$ cat src/rtl/scan_agen_pkg.sv
package scan_agen_pkg;
  localparam int unsigned AW    = 22;  // aperture byte address width (4 MB)
  localparam int unsigned STEPW = 10;  // line step field width in DWORDs
  localparam int unsigned CNTW  = 10;  // line budget field width in DWORDs
  localparam int unsigned RAW   = 3;   // register index width
  localparam int unsigned DATW  = 32;  // register data width
  localparam int unsigned PIXW  = 4;   // pixel offset width
  localparam int unsigned HI_LSB = 12; // compressed field position in step/budget registers
  localparam int unsigned NSTRM = 2;   // line-organised streams

  typedef enum logic [RAW-1:0] {
    RG_FBST  = 3'd0,
    RG_CBST  = 3'd1,
    RG_CURST = 3'd2,
    RG_STEP  = 3'd3,
    RG_BUDG  = 3'd4
  } reg_sel_e;
endpackage

$ cat src/rtl/scan_agen_regs.sv
module scan_agen_regs
  import scan_agen_pkg::*;
#(
  parameter int unsigned A_W = AW,
  parameter int unsigned S_W = STEPW,
  parameter int unsigned C_W = CNTW,
  parameter int unsigned P_W = PIXW
) (
  input  logic            clk,
  input  logic            rst_n,
  input  logic            we,
  input  logic [RAW-1:0]  addr,
  input  logic [DATW-1:0] wdata,
  output logic [DATW-1:0] rdata,
  output logic [A_W-1:0]  fb_base,
  output logic [P_W-1:0]  pix_off,
  output logic [A_W-1:0]  cb_base,
  output logic [A_W-1:0]  cur_base,
  output logic [S_W-1:0]  fb_step,
  output logic [S_W-1:0]  cb_step,
  output logic [C_W-1:0]  fb_budget,
  output logic [C_W-1:0]  cb_budget,
  output logic            comp_off
);
  localparam int unsigned CBAL = 4;  // compressed start alignment bits
  localparam int unsigned CUAL = 2;  // cursor start alignment bits

  logic [A_W-1:P_W]  fbh_q, fbh_d;
  logic [P_W-1:0]    pix_q, pix_d;
  logic [A_W-1:CBAL] cbh_q, cbh_d;
  logic [A_W-1:CUAL] cuh_q, cuh_d;
  logic [S_W-1:0]    fbs_q, fbs_d, cbs_q, cbs_d;
  logic [C_W-1:0]    fbc_q, fbc_d, cbc_q, cbc_d;

  logic wr_fb, wr_cb, wr_cu, wr_st, wr_bg;

  // write decode
  always_comb begin
    wr_fb = we && (addr == RG_FBST);
    wr_cb = we && (addr == RG_CBST);
    wr_cu = we && (addr == RG_CURST);
    wr_st = we && (addr == RG_STEP);
    wr_bg = we && (addr == RG_BUDG);
  end

  // next-state values
  always_comb begin
    fbh_d = wdata[A_W-1:P_W];
    pix_d = wdata[P_W-1:0];
    cbh_d = wdata[A_W-1:CBAL];
    cuh_d = wdata[A_W-1:CUAL];
    fbs_d = wdata[S_W-1:0];
    cbs_d = wdata[HI_LSB+S_W-1:HI_LSB];
    fbc_d = wdata[C_W-1:0];
    cbc_d = wdata[HI_LSB+C_W-1:HI_LSB];
  end

  // register stage with explicit enables
  always_ff @(posedge clk or negedge rst_n) begin
    if (!rst_n) begin
      fbh_q <= '0;
      pix_q <= '0;
      cbh_q <= '0;
      cuh_q <= '0;
      fbs_q <= '0;
      cbs_q <= '0;
      fbc_q <= '0;
      cbc_q <= '0;
    end else begin
      if (wr_fb) begin
        fbh_q <= fbh_d;
        pix_q <= pix_d;
      end
      if (wr_cb) cbh_q <= cbh_d;
      if (wr_cu) cuh_q <= cuh_d;
      if (wr_st) begin
        fbs_q <= fbs_d;
        cbs_q <= cbs_d;
      end
      if (wr_bg) begin
        fbc_q <= fbc_d;
        cbc_q <= cbc_d;
      end
    end
  end

  // read mux, reserved bits zero
  always_comb begin
    rdata = '0;
    unique case (addr)
      RG_FBST:  rdata[A_W-1:0] = {fbh_q, pix_q};
      RG_CBST:  rdata[A_W-1:0] = {cbh_q, {CBAL{1'b0}}};
      RG_CURST: rdata[A_W-1:0] = {cuh_q, {CUAL{1'b0}}};
      RG_STEP: begin
        rdata[S_W-1:0]               = fbs_q;
        rdata[HI_LSB+S_W-1:HI_LSB]   = cbs_q;
      end
      RG_BUDG: begin
        rdata[C_W-1:0]               = fbc_q;
        rdata[HI_LSB+C_W-1:HI_LSB]   = cbc_q;
      end
      default: rdata = '0;
    endcase
  end

  logic unused_wbits;
  assign unused_wbits = ^{wdata[DATW-1:A_W]};

  assign fb_base   = {fbh_q, {P_W{1'b0}}};
  assign pix_off   = pix_q;
  assign cb_base   = {cbh_q, {CBAL{1'b0}}};
  assign cur_base  = {cuh_q, {CUAL{1'b0}}};
  assign fb_step   = fbs_q;
  assign cb_step   = cbs_q;
  assign fb_budget = fbc_q;
  assign cb_budget = cbc_q;
  assign comp_off  = (|fbh_q) | (|pix_q);
endmodule

$ cat src/rtl/scan_agen_line.sv
module scan_agen_line
  import scan_agen_pkg::*;
#(
  parameter int unsigned A_W = AW,
  parameter int unsigned S_W = STEPW,
  parameter int unsigned C_W = CNTW
) (
  input  logic           clk,
  input  logic           rst_n,
  input  logic           frame_start,
  input  logic           line_start,
  input  logic           req,
  input  logic [A_W-1:0] base,
  input  logic [S_W-1:0] step,
  input  logic [C_W-1:0] budget,
  output logic [A_W-1:0] addr,
  output logic           done
);
  logic [A_W-1:0] line_q, line_d;
  logic [C_W-1:0] idx_q, idx_d;
  logic           line_en, idx_en;
  logic [A_W-1:0] step_bytes, idx_bytes;

  always_comb begin
    step_bytes = A_W'({step, 2'b00});
    idx_bytes  = A_W'({idx_q, 2'b00});
    done       = (idx_q >= budget);
  end

  // next-state: frame reload beats line advance beats fetch
  always_comb begin
    line_d  = line_q;
    idx_d   = idx_q;
    line_en = 1'b0;
    idx_en  = 1'b0;
    if (frame_start) begin
      line_d  = base;
      idx_d   = '0;
      line_en = 1'b1;
      idx_en  = 1'b1;
    end else if (line_start) begin
      line_d  = line_q + step_bytes;
      idx_d   = '0;
      line_en = 1'b1;
      idx_en  = 1'b1;
    end else if (req && !done) begin
      idx_d  = idx_q + 1'b1;
      idx_en = 1'b1;
    end
  end

  always_ff @(posedge clk or negedge rst_n) begin
    if (!rst_n) begin
      line_q <= '0;
      idx_q  <= '0;
    end else begin
      if (line_en) line_q <= line_d;
      if (idx_en)  idx_q  <= idx_d;
    end
  end

  assign addr = line_q + idx_bytes;
endmodule

$ cat src/rtl/scan_agen_curs.sv
module scan_agen_curs
  import scan_agen_pkg::*;
#(
  parameter int unsigned A_W = AW
) (
  input  logic           clk,
  input  logic           rst_n,
  input  logic           frame_start,
  input  logic           req,
  input  logic [A_W-1:0] base,
  output logic [A_W-1:0] addr
);
  localparam logic [A_W-1:0] DWORD_BYTES = A_W'(4);

  logic [A_W-1:0] ptr_q, ptr_d;
  logic           ptr_en;

  always_comb begin
    ptr_d  = ptr_q;
    ptr_en = 1'b0;
    if (frame_start) begin
      ptr_d  = base;
      ptr_en = 1'b1;
    end else if (req) begin
      ptr_d  = ptr_q + DWORD_BYTES;
      ptr_en = 1'b1;
    end
  end

  always_ff @(posedge clk or negedge rst_n) begin
    if (!rst_n) ptr_q <= '0;
    else if (ptr_en) ptr_q <= ptr_d;
  end

  assign addr = ptr_q;
endmodule

$ cat src/rtl/disp_scan_agen.sv
module disp_scan_agen
  import scan_agen_pkg::*;
#(
  parameter int unsigned ADDR_W = AW,
  parameter int unsigned STEP_W = STEPW,
  parameter int unsigned CNT_W  = CNTW
) (
  input  logic              clk,
  input  logic              rst_n,
  input  logic              reg_we,
  input  logic [RAW-1:0]    reg_addr,
  input  logic [DATW-1:0]   reg_wdata,
  output logic [DATW-1:0]   reg_rdata,
  input  logic              frame_start,
  input  logic              line_start,
  input  logic              fb_req,
  output logic [ADDR_W-1:0] fb_addr,
  output logic [PIXW-1:0]   fb_pix_off,
  output logic              fb_done,
  input  logic              cb_req,
  output logic [ADDR_W-1:0] cb_addr,
  output logic              cb_done,
  input  logic              cur_req,
  output logic [ADDR_W-1:0] cur_addr,
  output logic              comp_off
);
  logic [ADDR_W-1:0] fb_base, cb_base, cur_base;
  logic [STEP_W-1:0] fb_step, cb_step;
  logic [CNT_W-1:0]  fb_budget, cb_budget;

  logic [ADDR_W-1:0] s_base   [NSTRM];
  logic [STEP_W-1:0] s_step   [NSTRM];
  logic [CNT_W-1:0]  s_budget [NSTRM];
  logic              s_req    [NSTRM];
  logic [ADDR_W-1:0] s_addr   [NSTRM];
  logic              s_done   [NSTRM];

  scan_agen_regs #(
    .A_W(ADDR_W), .S_W(STEP_W), .C_W(CNT_W), .P_W(PIXW)
  ) u_regs (
    .clk       (clk),
    .rst_n     (rst_n),
    .we        (reg_we),
    .addr      (reg_addr),
    .wdata     (reg_wdata),
    .rdata     (reg_rdata),
    .fb_base   (fb_base),
    .pix_off   (fb_pix_off),
    .cb_base   (cb_base),
    .cur_base  (cur_base),
    .fb_step   (fb_step),
    .cb_step   (cb_step),
    .fb_budget (fb_budget),
    .cb_budget (cb_budget),
    .comp_off  (comp_off)
  );

  // stream 0: frame buffer, stream 1: compressed buffer
  assign s_base[0]   = fb_base;
  assign s_step[0]   = fb_step;
  assign s_budget[0] = fb_budget;
  assign s_req[0]    = fb_req;
  assign s_base[1]   = cb_base;
  assign s_step[1]   = cb_step;
  assign s_budget[1] = cb_budget;
  assign s_req[1]    = cb_req;

  for (genvar g = 0; g < NSTRM; g++) begin : g_strm
    scan_agen_line #(
      .A_W(ADDR_W), .S_W(STEP_W), .C_W(CNT_W)
    ) u_line (
      .clk         (clk),
      .rst_n       (rst_n),
      .frame_start (frame_start),
      .line_start  (line_start),
      .req         (s_req[g]),
      .base        (s_base[g]),
      .step        (s_step[g]),
      .budget      (s_budget[g]),
      .addr        (s_addr[g]),
      .done        (s_done[g])
    );
  end

  assign fb_addr = s_addr[0];
  assign fb_done = s_done[0];
  assign cb_addr = s_addr[1];
  assign cb_done = s_done[1];

  scan_agen_curs #(.A_W(ADDR_W)) u_curs (
    .clk         (clk),
    .rst_n       (rst_n),
    .frame_start (frame_start),
    .req         (cur_req),
    .base        (cur_base),
    .addr        (cur_addr)
  );
endmodule

$ cat config.mk
export PLATFORM = sky130hd
export DESIGN_NAME = disp_scan_agen
export DESIGN_NICKNAME = d
export VERILOG_FILES = /design/src/rtl/scan_agen_pkg.sv /design/src/rtl/scan_agen_regs.sv /design/src/rtl/scan_agen_line.sv /design/src/rtl/scan_agen_curs.sv /design/src/rtl/disp_scan_agen.sv
export SDC_FILE = /design/constraint.sdc
export NUM_CORES = 1
export LEC_CHECK = 0
export BUFFER_PORTS_ARGS = -buffer_cell sky130_fd_sc_hd__buf_4
export CORE_MARGIN = 10
export CORE_UTILIZATION = 48
export CTS_CLUSTER_SIZE = 14
export DETAILED_ROUTE_END_ITERATION = 6
export MAX_ROUTING_LAYER = met4
export PLACE_DENSITY_LB_ADDON = 0.05
export SYNTH_ARGS = -nofsm -noshare
export SYNTH_HDL_FRONTEND = slang
export SYNTH_SLANG_ARGS = --single-unit
export TNS_END_PERCENT = 5
$ cat constraint.sdc
create_clock -name clk -period 7.7 [get_ports clk]
set_input_delay 0.77 -clock clk [delete_from_list [all_inputs] [get_ports clk]]
set_output_delay 0.77 -clock clk [all_outputs]
set_load 0.02 [all_outputs]
# ---- Word level (Yosys, flattened, before mapping)
# Index checks and enable logic that the tools add are counted.
dict set report word_totals {
  ff_bits 186
  output_inout_bits 105
  elab_cells 72
}
dict set report classes {
  add_sub_neg 7
  order_cmp 2
  n_eq_ne 4
  muxes 25
  n_bitwise 1
  n_reduce_logical 20
}
# operator n
set op_table {}
lappend op_table {{$mux 22} 6}
lappend op_table {{$pmux 10 s5} 2}
lappend op_table {{$add 22x12->22} 4}
lappend op_table {{$mux 10} 6}
lappend op_table {{$add 22x3->22 const B} 1}
lappend op_table {{$add 10x1->10 const B} 2}
lappend op_table {{$ge 10x10->1} 2}
lappend op_table {{$reduce_or 18->1} 1}
lappend op_table {{$mux 1} 10}
lappend op_table {{$reduce_and 2->1} 4}
lappend op_table {{$logic_and 1x1->1} 7}
lappend op_table {{$eq 3x2->1 const B} 2}
lappend op_table {{$pmux 2 s3} 1}
lappend op_table {{$reduce_bool 3->1} 2}
lappend op_table {{$reduce_bool 2->1} 2}
lappend op_table {{$reduce_or 4->1} 1}
lappend op_table {{$eq 3x1->1 const B} 1}
lappend op_table {{$eq 3x3->1 const B} 1}
lappend op_table {{$logic_not 3->1} 1}
lappend op_table {{$logic_not 1->1} 2}
lappend op_table {{$or 1x1->1} 1}

# ---- Longest topological paths before layout
dict set report depth {
  ltp_word 7
  depth_mapped 8
}

# ---- Modules after synthesis
# Synthesis repeated with hierarchy kept, for this count alone.
dict set report unflattened {
  cells_unflattened 1175
  area_unflattened_um2 11828.8
}
# mod instances cells_per_inst area_each_um2
set modules_own_cells {}
lappend modules_own_cells {scan_agen_regs 1 350 4780.8}
lappend modules_own_cells {{scan_agen_line at g_strm[1].u_line} 1 348 2926.6}
lappend modules_own_cells {{scan_agen_line at g_strm[0].u_line} 1 337 2830.2}
lappend modules_own_cells {scan_agen_curs 1 140 1291.2}

# ---- Least setup slack after synthesis
# OpenSTA, ideal clock, no wires.
dict set report synth_path {
  kind {register to output}
  from {register g_strm[1].u_line.idx_q[0]}
  to {output cb_addr[14]}
  t_arrival_ns 2.479
  slack_ns 4.451
  stages_incl_launch_ff 9
  path_buffers 0
  cell_sequence {dfrtp_1 -> ha_1 -> fa_1 -> a21oi_1 -> o21ai_0 -> a2111oi_0 -> o31a_1 -> nor2_1 -> xor2_1}
}
dict set report synth_between {
  elab_chain_cells 1
}
# element line_no
set synth_rtl {}
lappend synth_rtl {{from (decl)} scan_agen_line.sv:20} ;# logic [C_W-1:0] idx_q, idx_d;
lappend synth_rtl {{from (signal assigned)} scan_agen_line.sv:58} ;# if (idx_en) idx_q <= idx_d;
lappend synth_rtl {{$add 22x12->22} scan_agen_line.sv:62} ;# assign addr = line_q + idx_bytes;
lappend synth_rtl {{to (decl)} disp_scan_agen.sv:21} ;# output logic [ADDR_W-1:0] cb_addr,
# No other way between the ends.

# ---- Worst setup path after layout
dict set report layout_path {
  from {register g_strm[1].u_line.idx_q[0]}
  to {output cb_addr[18]}
}
# Same word-level chain as after synthesis.

==> impl_results.rst <==
.. list-table::
   :header-rows: 1

   * - Metric
     - Value
   * - Run status
     - completed
   * - Adder-cell share of the synthesized area
     - 0.07784
   * - Root buffer selected by CTS
     - sky130_fd_sc_hd__clkbuf_16
   * - Sinks on the clock net
     - 180
   * - Layout filler cell count
     - 2044
   * - Dominant combinational cell family by area after synthesis
     - compound AO/OA/AOI/OAI gates
   * - Number of flip-flops and latches in the synthesized netlist
     - 180
   * - Post-layout utilization of the core
     - 0.5662
   * - Total number of vias
     - 9080
   * - Dominant synthesized flop cell
     - sky130_fd_sc_hd__dfrtp_1
   * - Die boundary width
     - 172.5 um
   * - Total of buffers placed on input and output ports
     - 121
   * - Clock latency on the worst-skew pair
     - 0.43 ns
   * - Number of DRC violations after detailed-routing iteration 0
     - 693
   * - Largest net degree at the start of global routing
     - 91
   * - Area of the die
     - 0.02974 sq mm
   * - Count of endpoints failing hold in the final timing report
     - 0
   * - Antenna Diode Count
     - 0
   * - Total standard cell area after synthesis
     - 0.01116 sq mm
   * - Total iterations of the first detailed-routing run
     - 4
   * - Detailed-placement wirelength estimate
     - 24310 um
   * - Setup-violating endpoint count in the final report
     - 0
   * - Average wire per standard cell
     - 21.44 um
   * - I/O pin total
     - 148
   * - Data arrival at the endpoint of the critical path
     - 3.38 ns
   * - Worst r2r path cells
     - 8
   * - Post-synthesis mux area share
     - 0.1162
   * - # nets final
     - 1347
   * - Hold-fix buffer count after cts
     - 0
   * - Final max-slew violation count
     - 0
   * - Sequential-to-total area share from yosys stat
     - 0.4038
   * - Number of enable flip-flop cells after synthesis
     - 0
   * - Final min period
     - 4.147 ns
   * - Overall power
     - 3.556 mW
   * - Via count of the first global-routing pass
     - 9008
   * - Worst min path class
     - in2async
   * - Cell family with the largest share of critical-path delay
     - compound AO/OA/AOI/OAI gates
   * - Least-Margin Pin Slew
     - 1.140 ns
   * - Max transition margin
     - 0.2374
   * - P&R area growth vs syn
     - 15.60%
   * - Pre-CTS setup slack
     - 4.041 ns
   * - Number of antenna violations at the first check in global routing
     - 0
   * - Met2 layer usage reported by global route
     - 0.3706
   * - H-tree depth reported by CTS
     - 4
   * - Endpoint of the worst-slack reg-to-reg timing path
     - g_strm[0].u_line.line_q[16]$_DFFE_PN0N_
   * - Mapped Avg Cell Area
     - 9.837 sq um
   * - Crit path capture type
     - output pin
   * - Global-route met1 utilization
     - 0.3106
   * - Parity-gate share of the synthesized area counting xor and xnor cells
     - 0.06987
   * - Reg-to-reg setup timing slack
     - 4.85 ns
   * - Ordered list of cells on the worst path
     - ha_1 -> fa_1 -> a21oi_1 -> o21ai_0 -> a2111oi_0 -> o31a_1 -> nand2b_1 -> xnor2_1 -> buf_4
   * - Largest fanout on the critical path
     - 7
   * - Maximum root-to-sink buffer count
     - 2
   * - Number of synthesis warnings
     - 0
   * - Delay contributed by the slowest stage of the critical path
     - 0.68 ns
   * - GRT Resource Usage Total
     - 0.2346
   * - Initial cell density of the core
     - 0.4898
   * - Area fraction in and, or, nand and nor cells after synthesis
     - 0.1396
   * - Drt via density
     - 5.809
   * - Startpoint class of the critical path
     - flop
   * - Number of distinct library cell variants in the gate-level netlist after synthesis
     - 64
   * - Die height
     - 172.5 um
   * - Hold Worst Slack
     - 0.3877 ns
   * - Top Usage Layer GRT
     - met2
   * - Number of buffers added by the clock tree synthesis step
     - 17
   * - Clock tree from TritonCTS
     - built
   * - Routability congestion estimate
     - 0.9101
   * - Share of cells above drive strength 1
     - 0.2232
   * - Worst flop-to-flop path startpoint
     - g_strm[0].u_line.line_q[2]$_DFFE_PN0N_
   * - Worst Clk Skew
     - 0.01502 ns
   * - FMAX
     - 241.1 MHz
   * - Period Utilization, post-route
     - 0.5386
   * - Total negative slack
     - 0 ns
   * - Worst path setup slack after routing
     - 3.553 ns
   * - Remaining Overflow, GRT
     - 0
   * - Critical path required time
     - 6.93 ns
   * - Remaining DRCs
     - 0
   * - Number of setup buffers added after CTS
     - 0
   * - Post-CTS clock slew at the launch and capture registers of the worst setup and hold paths
     - 0.08 ns
   * - CORE AREA
     - 0.02278 sq mm
   * - First-pass GRT wire length
     - 52180 um
   * - Routed Wire Length
     - 33510 um
   * - Met3 Use GR
     - 0.03283
   * - Maximum resistive drop on vdd
     - 0.1498 mV
   * - Post-synthesis compound-gate area fraction
     - 0.1509
   * - Leakage dissipation
     - 5.710 nW
   * - Site row count
     - 55
   * - Class of the most critical setup path
     - reg2out
   * - Max-capacitance violation count
     - 0
   * - Post-synthesis async set-or-reset flop share
     - 1.000
   * - Setup repair after global routing missed its margin
     - false
   * - Cell count after synthesis
     - 1134
   * - Standard cell with the maximum stage delay on the critical path
     - sky130_fd_sc_hd__a2111oi_0
   * - Buffers & Inverters on Critical Path
     - 1
   * - Post-CTS Resized
     - 0
   * - Power density over cell area
     - 275.7 mW/mm^2
   * - Routed Antenna Nets
     - 0
==> routing by layer <==
layer | vias to the layer above | part of all wire
li1 | 4291 | -
met1 | 4478 | 0.46
met2 | 279 | 0.47
met3 | 32 | 0.051
met4 | 0 | 0.021
met5 | - | 0
==> cells in the final DEF, fill, tap and decap left out, types with 5 or more instances in the layout <==
master / instances
sky130_fd_sc_hd__nand4_1: 18
sky130_fd_sc_hd__or4_1: 9
sky130_fd_sc_hd__o21ai_0: 99
sky130_fd_sc_hd__or3_1: 7
sky130_fd_sc_hd__inv_1: 44
sky130_fd_sc_hd__nor2b_1: 7
sky130_fd_sc_hd__o21a_1: 6
sky130_fd_sc_hd__ha_1: 63
sky130_fd_sc_hd__and3_1: 12
sky130_fd_sc_hd__a22oi_1: 34
sky130_fd_sc_hd__mux2_2: 98
sky130_fd_sc_hd__nor2_1: 65
sky130_fd_sc_hd__a211oi_1: 5
sky130_fd_sc_hd__o22ai_1: 16
sky130_fd_sc_hd__a31oi_1: 6
sky130_fd_sc_hd__nand3_1: 25
sky130_fd_sc_hd__buf_4: 130
sky130_fd_sc_hd__mux2i_1: 17
sky130_fd_sc_hd__a21o_1: 11
sky130_fd_sc_hd__and2_1: 6
sky130_fd_sc_hd__o211ai_1: 10
sky130_fd_sc_hd__clkbuf_16: 17
sky130_fd_sc_hd__nand2_1: 105
sky130_fd_sc_hd__conb_1: 16
sky130_fd_sc_hd__a21oi_1: 44
sky130_fd_sc_hd__dfrtp_1: 180
sky130_fd_sc_hd__nor4_1: 16
sky130_fd_sc_hd__o31ai_1: 5
sky130_fd_sc_hd__nor3_1: 9
sky130_fd_sc_hd__and4_1: 6
sky130_fd_sc_hd__xnor2_1: 53
sky130_fd_sc_hd__xor2_1: 36
sky130_fd_sc_hd__nand2b_1: 7
==> registers in the layout (all words and copies together), names as in the netlist <==
register,cells
u_regs.fbh_q,18
u_regs.cbh_q,18
u_regs.cb_budget,10
u_regs.cuh_q,20
u_regs.fb_step,10
u_regs.pix_off,4
g_strm.u_line.line_q,40
u_curs.addr,20
u_regs.cb_step,10
g_strm.u_line.idx_q,20
u_regs.fb_budget,10
==> per-stage QoR <==
| stage | area (sq um) | instances |
|---|---|---|
| 6_report | 12900 | 1563 |
| 5_1_grt | 12900 | 1563 |
| 4_1_cts | 12900 | 1563 |
| 3_5_place_dp | 12310 | 1531 |
| 3_3_place_gp | 12310 | 1531 |
| 2_1_floorplan | 11210 | 1149 |
==> worst max-delay path by stage <==
stage | slack (ns) | endpoint | depth (start not counted) | start
after floorplan | 4.45 | cb_addr[14] | 8 | g_strm[1].u_line.idx_q[0]$_DFFE_PN0P_
after global placement | 4.06 | cb_addr[18] | 9 | g_strm[1].u_line.idx_q[0]$_DFFE_PN0P_
after detailed placement | 4.04 | cb_addr[18] | 9 | g_strm[1].u_line.idx_q[0]$_DFFE_PN0P_
after CTS | 3.56 | cb_addr[18] | 9 | g_strm[1].u_line.idx_q[0]$_DFFE_PN0P_
after global routing | 3.19 | cb_addr[18] | 9 | g_strm[1].u_line.idx_q[0]$_DFFE_PN0P_
final | 3.55 | cb_addr[18] | 9 | g_strm[1].u_line.idx_q[0]$_DFFE_PN0P_
==> synth_stat cells (all sizes together), types with 11 or more instances <==
cell type	n	area (sq um)
a21o	11	82.58
a21oi	46	245.2
a22oi	34	255.2
and3	12	75.07
buf	29	173.9
clkbuf	33	123.9
dfrtp	180	4504
ha	63	788.3
inv	44	165.2
mux2	98	1104
mux2i	17	170.2
nand2	105	394.1
nand3	25	125.1
nand4	18	112.6
nor2	65	244.0
nor4	19	155.2
o21ai	100	504.2
o22ai	16	100.1
or4	11	90.08
xnor2	53	464.2
xor2	36	315.3
==> worst reg2reg max path, cell delays in order, from the launching register on <==
cell                       delay (ns)
sky130_fd_sc_hd__dfrtp_1         0.42
sky130_fd_sc_hd__ha_1            0.23
sky130_fd_sc_hd__fa_1            0.42
sky130_fd_sc_hd__a21o_1          0.20
sky130_fd_sc_hd__a221oi_1        0.50
sky130_fd_sc_hd__o221ai_1        0.26
sky130_fd_sc_hd__a21oi_1         0.42
sky130_fd_sc_hd__xor2_1          0.17
sky130_fd_sc_hd__o21ai_0         0.09
==> report_power, final <==
| part | internal, mW | switching (mW) |
|---|---|---|
| Sequential | 1.14 | 0.255 |
| Clock | 0.436 | 0.436 |
| Combinational | 0.574 | 0.713 |
==> logic make-up (layout without fill, tap and decap cells) <==
family / count (synthesis) / in the layout
AOI/OAI and AO/OA: 267 / 267
xor gates and xnor gates: 89 / 89
adders and majority gates: 67 / 67
buffers and inverters: 106 / 207
DFF: 180 / 180
muxes: 116 / 116
other: 1 / 16
and+or+nand+nor: 308 / 308
==> final cells by class <==
class                           instances  area (sq um)  area share
Sequential cell                       180          4504      0.3493
Clock inverter                         15         162.7     0.01261
Inverter                               44         165.2     0.01281
Tap cell                              313         391.6     0.03037
Clock buffer                           17         425.4     0.03299
Timing Repair Buffer                  131         987.2     0.07655
Multi-Input combinational cell        863          6260      0.4854
Power figures use the tool's default switching activity.
